===== src/rtl/wake_pkg.sv =====
package wake_pkg;
  localparam int unsigned PM_W   = 2;
  localparam int unsigned GPE_W  = 7;
  localparam int unsigned STAT_W = PM_W + GPE_W;

  typedef enum int unsigned {
    G_SLP  = 0,
    G_RTC  = 1,
    G_PORT = 2,
    G_KBD  = 3,
    G_MS   = 4,
    G_MOD  = 5,
    G_WDO  = 6
  } gpe_bit_e;

  localparam int unsigned PM_SLP = 0;
  localparam int unsigned PM_RTC = 1;
endpackage


===== src/rtl/wake_blank_timer.sv =====
module wake_blank_timer #(
  parameter int unsigned CYCLES = 32768
) (
  input  logic clk_i,
  input  logic rst_ni,
  output logic done_o
);
  localparam int unsigned CNT_W = $clog2(CYCLES + 1);

  logic [CNT_W-1:0] cnt_q;

  assign done_o = (cnt_q == CNT_W'(CYCLES));

  always_ff @(posedge clk_i or negedge rst_ni) begin
    if (!rst_ni)      cnt_q <= '0;
    else if (!done_o) cnt_q <= cnt_q + 1'b1;
  end

  p_blank_count_r4: assert property (@(posedge clk_i) disable iff (!rst_ni)
    !done_o |=> (cnt_q == $past(cnt_q) + CNT_W'(1)));
  p_blank_sticky_r4: assert property (@(posedge clk_i) disable iff (!rst_ni)
    done_o |=> done_o);
endmodule


===== src/rtl/wake_src_cond.sv =====
module wake_src_cond
  import wake_pkg::*;
#(
  parameter int unsigned NUM_LEG = 4
) (
  input  logic               blank_done_i,
  input  logic               main_pwr_i,
  input  logic               slp_btn_ni,
  input  logic               rtc_alarm_i,
  input  logic               rtc_pm_en_i,
  input  logic               kbc_en_i,
  input  logic               kbc_port_i,
  input  logic               kbd_irq_i,
  input  logic               kbd_irq_en_i,
  input  logic               ms_irq_i,
  input  logic               ms_irq_en_i,
  input  logic [NUM_LEG-1:0] leg_irq_i,
  input  logic [NUM_LEG-1:0] leg_irq_en_i,
  input  logic               xirq_i,
  input  logic               xirq_en_i,
  input  logic               xirq_wake_en_i,
  input  logic               wdt_to_i,
  output logic [PM_W-1:0]    pm_act_o,
  output logic [GPE_W-1:0]   gpe_act_o
);
  logic slp_act, leg_act, xirq_act;

  assign slp_act  = blank_done_i & ~slp_btn_ni;
  assign leg_act  = main_pwr_i & |(leg_irq_i & leg_irq_en_i);
  assign xirq_act = blank_done_i & xirq_i & xirq_en_i & xirq_wake_en_i;

  always_comb begin
    pm_act_o          = '0;
    pm_act_o[PM_SLP]  = slp_act;
    pm_act_o[PM_RTC]  = rtc_alarm_i & rtc_pm_en_i;
    gpe_act_o         = '0;
    gpe_act_o[G_SLP]  = slp_act;
    gpe_act_o[G_RTC]  = rtc_alarm_i;
    gpe_act_o[G_PORT] = main_pwr_i & kbc_en_i & kbc_port_i;
    gpe_act_o[G_KBD]  = main_pwr_i & kbd_irq_en_i & kbd_irq_i;
    gpe_act_o[G_MS]   = main_pwr_i & ms_irq_en_i & ms_irq_i;
    gpe_act_o[G_MOD]  = leg_act | xirq_act;
    gpe_act_o[G_WDO]  = wdt_to_i;
  end
endmodule


===== src/rtl/wake_sticky.sv =====
module wake_sticky #(
  parameter int unsigned W = 9
) (
  input  logic         clk_i,
  input  logic         rst_ni,
  input  logic [W-1:0] set_i,
  input  logic [W-1:0] clr_i,
  output logic [W-1:0] q_o
);
  always_ff @(posedge clk_i or negedge rst_ni) begin
    if (!rst_ni) q_o <= '0;
    else         q_o <= set_i | (q_o & ~clr_i);  // set wins
  end

  p_set_r1: assert property (@(posedge clk_i) disable iff (!rst_ni)
    1'b1 |=> ((q_o & $past(set_i)) == $past(set_i)));
  p_hold_r1: assert property (@(posedge clk_i) disable iff (!rst_ni)
    1'b1 |=> ((q_o & $past(q_o & ~clr_i)) == $past(q_o & ~clr_i)));
  p_clear_r2: assert property (@(posedge clk_i) disable iff (!rst_ni)
    1'b1 |=> ((q_o & $past(clr_i & ~set_i)) == '0));
  p_set_wins_r3: assert property (@(posedge clk_i) disable iff (!rst_ni)
    1'b1 |=> ((q_o & $past(clr_i & set_i)) == $past(clr_i & set_i)));
endmodule


===== src/rtl/wake_status_top.sv =====
module wake_status_top
  import wake_pkg::*;
#(
  parameter int unsigned CLK_HZ  = 32768,
  parameter int unsigned NUM_LEG = 4,
  parameter int unsigned DATA_W  = 8
) (
  input  logic               clk_i,
  input  logic               rst_ni,
  input  logic               main_pwr_i,
  input  logic               slp_btn_ni,
  input  logic               rtc_alarm_i,
  input  logic               rtc_pm_en_i,
  input  logic               kbc_en_i,
  input  logic               kbc_port_i,
  input  logic               kbd_irq_i,
  input  logic               kbd_irq_en_i,
  input  logic               ms_irq_i,
  input  logic               ms_irq_en_i,
  input  logic [NUM_LEG-1:0] leg_irq_i,
  input  logic [NUM_LEG-1:0] leg_irq_en_i,
  input  logic               xirq_i,
  input  logic               xirq_en_i,
  input  logic               xirq_wake_en_i,
  input  logic               wdt_to_i,
  input  logic               wr_en_i,
  input  logic               wr_addr_i,
  input  logic [DATA_W-1:0]  wr_data_i,
  input  logic               rd_addr_i,
  output logic [DATA_W-1:0]  rd_data_o
);
  logic               blank_done;
  logic [PM_W-1:0]    pm_act, pm_clr;
  logic [GPE_W-1:0]   gpe_act, gpe_clr;
  logic [STAT_W-1:0]  stat_q;
  logic [PM_W-1:0]    pm_q;
  logic [GPE_W-1:0]   gpe_q;
  logic               wr_pm, wr_gpe;

  wake_blank_timer #(.CYCLES(CLK_HZ)) i_blank (
    .clk_i, .rst_ni, .done_o(blank_done)
  );

  wake_src_cond #(.NUM_LEG(NUM_LEG)) i_cond (
    .blank_done_i(blank_done), .main_pwr_i, .slp_btn_ni, .rtc_alarm_i,
    .rtc_pm_en_i, .kbc_en_i, .kbc_port_i, .kbd_irq_i, .kbd_irq_en_i,
    .ms_irq_i, .ms_irq_en_i, .leg_irq_i, .leg_irq_en_i, .xirq_i,
    .xirq_en_i, .xirq_wake_en_i, .wdt_to_i,
    .pm_act_o(pm_act), .gpe_act_o(gpe_act)
  );

  assign wr_pm  = wr_en_i & ~wr_addr_i;
  assign wr_gpe = wr_en_i &  wr_addr_i;

  // PM bits mirror GPE bits of the same index; a write to either clears both
  for (genvar i = 0; i < PM_W; i++) begin : g_pm_clr
    assign pm_clr[i] = (wr_pm & wr_data_i[i]) | (wr_gpe & wr_data_i[i]);
  end
  for (genvar j = 0; j < GPE_W; j++) begin : g_gpe_clr
    if (j < PM_W) begin : g_pair
      assign gpe_clr[j] = (wr_gpe & wr_data_i[j]) | (wr_pm & wr_data_i[j]);
    end else begin : g_single
      assign gpe_clr[j] = wr_gpe & wr_data_i[j];
    end
  end

  wake_sticky #(.W(STAT_W)) i_stat (
    .clk_i, .rst_ni,
    .set_i({gpe_act, pm_act}),
    .clr_i({gpe_clr, pm_clr}),
    .q_o(stat_q)
  );

  assign pm_q  = stat_q[PM_W-1:0];
  assign gpe_q = stat_q[STAT_W-1:PM_W];

  assign rd_data_o = rd_addr_i ? DATA_W'(gpe_q) : DATA_W'(pm_q);

  p_blank_slp_r4: assert property (@(posedge clk_i) disable iff (!rst_ni)
    (!blank_done && !pm_q[PM_SLP]) |=> !pm_q[PM_SLP]);
  p_slp_pair_r5: assert property (@(posedge clk_i) disable iff (!rst_ni)
    pm_q[PM_SLP] == gpe_q[G_SLP]);
  p_rtc_pm_gate_r6: assert property (@(posedge clk_i) disable iff (!rst_ni)
    (!rtc_pm_en_i && !pm_q[PM_RTC]) |=> !pm_q[PM_RTC]);
  p_no_main_r9: assert property (@(posedge clk_i) disable iff (!rst_ni)
    (!main_pwr_i && !gpe_q[G_PORT]) |=> !gpe_q[G_PORT]);
endmodule


===== config.mk =====
export PLATFORM = sky130hd
export DESIGN_NAME = wake_status_top
export DESIGN_NICKNAME = d
export VERILOG_FILES = /design/src/rtl/wake_pkg.sv /design/src/rtl/wake_blank_timer.sv /design/src/rtl/wake_src_cond.sv /design/src/rtl/wake_sticky.sv /design/src/rtl/wake_status_top.sv
export SDC_FILE = /design/constraint.sdc
export NUM_CORES = 1
export LEC_CHECK = 0
export ABC_AREA = 0
export BUFFER_PORTS_ARGS = -buffer_cell sky130_fd_sc_hd__buf_2
export CORE_MARGIN = 3
export CORE_UTILIZATION = 45
export CTS_BUF_LIST = sky130_fd_sc_hd__clkbuf_8
export CTS_CLUSTER_DIAMETER = 50
export CTS_CLUSTER_SIZE = 14
export DETAILED_ROUTE_END_ITERATION = 6
export GPL_ROUTABILITY_DRIVEN = 0
export PLACE_DENSITY = 0.81
export RECOVER_POWER = 100
export SLEW_MARGIN = 10
export SYNTH_ARGS = -nofsm -noshare
export SYNTH_HDL_FRONTEND = slang
export SYNTH_SLANG_ARGS = --single-unit

===== constraint.sdc =====
create_clock -name clk_i -period 1.8 [get_ports clk_i]
set_input_delay 0.27 -clock clk_i [delete_from_list [all_inputs] [get_ports clk_i]]
set_output_delay 0.27 -clock clk_i [all_outputs]
set_load 0.03 [all_outputs]

==> results.md <==
- Setup WS post-layout: 0.05925 ns
- Final setup viols: 0
- H-tree lvl count: 1
- Final worst-path cycle share: 96.71%
- Cells after Synth: around 110
- Total gr overflow: 0
- Pwr Density: 692.0 nW/um^2
- Min Clock Period, post-route: ~1.7 ns
- Setup TNS: 0 ns
- Final Hold Viols: 0
- Initial Util: 50.19%
- Critical setup path kind: register to register
- Worst IR Drop VDD: 0.4252 mV
- Reg2reg path depth: 4
- MaxCap Viol Count: 0
- Clock transition at path regs: around 0.080 ns
- Most numerous cell in the Yosys netlist: dfrtp_1
- Status: completed
- Filler cells: 206
- Vias after detailed routing: 988
- CP endpoint kind: register
- Synth Cell Area: 1185 um^2
- Post-DP HPWL: approximately 1900 um
- HP Class: input pin to register
- YS warnings: 0
- # nets final: 196
- Share of cells above drive strength 1: 30.38%
- CP Data Required Time: 1.96 ns
- Clock Skew: 0.004895 ns
- Syn Nets: around 150
- Area of the die: 3285 um^2
- DRT Pass-1 Iters: 4
- Post-synthesis sequential area ratio: a little over half
- Syn avg cell area: 10.97 um^2
- Initial antenna violation count: 0
- Worst-margin pin slew: roughly 0.6 ns
- Pwr Total: 1.046 mW
- CP Launch Type: register
- Worst r2r src: i_blank.cnt_q[7]$_DFFE_PN0P_
- Biggest area consumer among synthesized cells: dfrtp_1
- Routed WL: around 2500 um
- Die Y-Extent: 57.32 um
- Fmax: about 0.57 GHz
- Clk Latency, worst-skew pair: 0.27 ns
- Final Instance Count excl. Fillers: 186
- Clock Path Buffers: 2
- Final ANT Viol Nets: 0
- Synth cell types: 27
- Vias in the first global route: 987
- Pre-CTS setup slack: 0.06546 ns
- CP startpoint: i_blank.cnt_q[7]$_DFFE_PN0P_
- Global-route wire length before repair: approximately 4000 um
- EDFF count, synth: 0
- Synth top area share: a little over half
- #FFs+latches synth: 25
- Placed cell count: 180
- Max Slew Vio Count: 0
- Ports: 43
- Cts bufs inserted: 3
- Leakage: between 0.7 and 0.8 nW
- Row Count: 17
- Register area: approximately 630 um^2
- Max Fanout on Critical Path: 2
- Tot GR Track Use: 15.58%
- Core area: approximately 2400 um^2
- Drt wl/cell: 13.35 um
- DRT iter0 DRCs: 34
- CTS tree: yes
- Via-per-instance ratio: 5.312
- Port Buffers: 40
- Worst Setup EP: i_blank.cnt_q[1]$_DFFE_PN0P_
- Placed Area: around 1500 um^2
- DR DRC count: 0
- Clock net sink count: 25
- Clock root buffer master: clkbuf_8
- Area of the multi-input gates: 543.0 um^2
- Async set-reset flop share out of synthesis: 100.0%
- Synth top area cells: dfrtp_1, xnor2_1, nand3_1
- Final instance area: 1511 um^2
- FF-to-FF End: i_blank.cnt_q[1]$_DFFE_PN0P_
- Die width: 57.32 um
- Diodes inserted: 0
- Post-synth top flop: dfrtp_1
- Relative slew slack: 60.74%
- Synthesis-to-finish area growth: 27.56%
- Largest net degree at the start of global routing: 26
- Worst reg2reg setup slack: 0.06 ns
- Arrival time worst endpoint: 1.90 ns
- Most instantiated cells after synthesis: dfrtp_1, nand3_1, xnor2_1
[cell families (layout without fill, tap and decap cells)]
group | Yosys count | count (layout) | share of synthesized area (%)
flip-flops | 25 | 25 | 52.80
AO/OA/AOI/OAI | 13 | 13 | 8.447
multiplexers | 3 | 3 | 3.167
other | 1 | 1 | 0.3165
buffers and inverters | 6 | 56 | 2.218
adder cells (fa/ha/maj) | 2 | 2 | 2.112
XOR/XNOR | 15 | 15 | 11.09
AND/OR/NAND/NOR | 43 | 43 | 19.85
[critical path, cell delays in order, from the launching register on]
cell	delay (ns)
dfrtp_1	0.38
or4_4	0.55
nor3b_4	0.22
nand4_2	0.14
mux2_4	0.33
[per-layer routing]
layer	track usage, %	vias to the layer above	part of all wire (%)
met1	16.76	452	42
met5	0	-	0
met4	7.947	0	2.1
met2	28.71	45	47
met3	2.941	5	9.3
li1	-	486	-
[how the worst min path moves through the flow]
| stage | slack (ns) | startpoint | cells past startpoint | end |
|---|---|---|---|---|
| finish | 0.18 | slp_btn_ni | 2 | i_stat.q_o[0]$_DFF_PN0_ |
| global route | 0.18 | wdt_to_i | 2 | i_stat.q_o[8]$_DFF_PN0_ |
| CTS | 0.18 | wdt_to_i | 2 | i_stat.q_o[8]$_DFF_PN0_ |
| detailed placement | 0.28 | rst_ni | 1 | i_stat.q_o[4]$_DFF_PN0_ |
| global placement | 0.27 | rst_ni | 1 | i_stat.q_o[6]$_DFF_PN0_ |
| floorplan | -0.03 | rst_ni | 0 | i_blank.cnt_q[0]$_DFFE_PN0P_ |
[sequential cells by signal, indices dropped and copies added (netlist names)]
signal,cells
i_stat.q_o,9
i_blank.cnt_q,16
[stage by stage]
stage	util (%)	hold WS [ns]
floorplan	-	-0.02559
global placement	61.42	0.2700
finish	64.02	0.1840
global route	64.02	0.1804
detailed placement	61.42	0.2775
CTS	63.91	0.1807
[cells in the final DEF (no fill, tap or decap)]
cell | netlist | routed
buf_2 | 0 | 32
dfrtp_1 | 25 | 25
nand3_1 | 14 | 14
xnor2_1 | 12 | 12
nand2_1 | 8 | 8
clkbuf_1 | 0 | 8
inv_1 | 5 | 5
and2_1 | 5 | 5
nand4_1 | 5 | 5
nor2_1 | 4 | 4
buf_4 | 1 | 4
a22oi_1 | 3 | 3
a32o_1 | 3 | 3
xor2_1 | 3 | 3
clkbuf_8 | 0 | 3
a21o_1 | 2 | 2
o21ai_1 | 0 | 2
mux2_2 | 2 | 2
ha_1 | 2 | 2
clkbuf_2 | 0 | 2
nor4_1 | 1 | 1
nor3b_1 | 1 | 1
or4_4 | 0 | 1
nor3b_4 | 0 | 1
nand4_2 | 1 | 1
o21ai_0 | 3 | 1
a22o_1 | 1 | 1
nor3_1 | 1 | 1
and3_1 | 1 | 1
a41oi_1 | 1 | 1
mux2_4 | 1 | 1
conb_1 | 1 | 1
clkinvlp_4 | 0 | 1
dlygate4sd3_1 | 0 | 1
[repair_timing]
item	in CTS	in global routing
setup endpoints to repair	0	5
hold buffers	1	0
resized for setup	0	4
buffers inserted	0	1
endpoints found under the hold margin	25	0
[where the power goes]
part | switching [mW] | internal [mW]
clock | 0.172 | 0.157
combinational | 0.0749 | 0.0556
sequential | 0.00796 | 0.579
[area by class of cell]
cell class,count,share of cell area [%]
clock buffer,3,2.732
clock inverter,1,0.4967
inverter,5,1.242
multi-input combinational,77,35.93
sequential,25,41.39
tap,28,2.318
timing repair buffer,47,15.89
(Power assumes the default switching activity.)
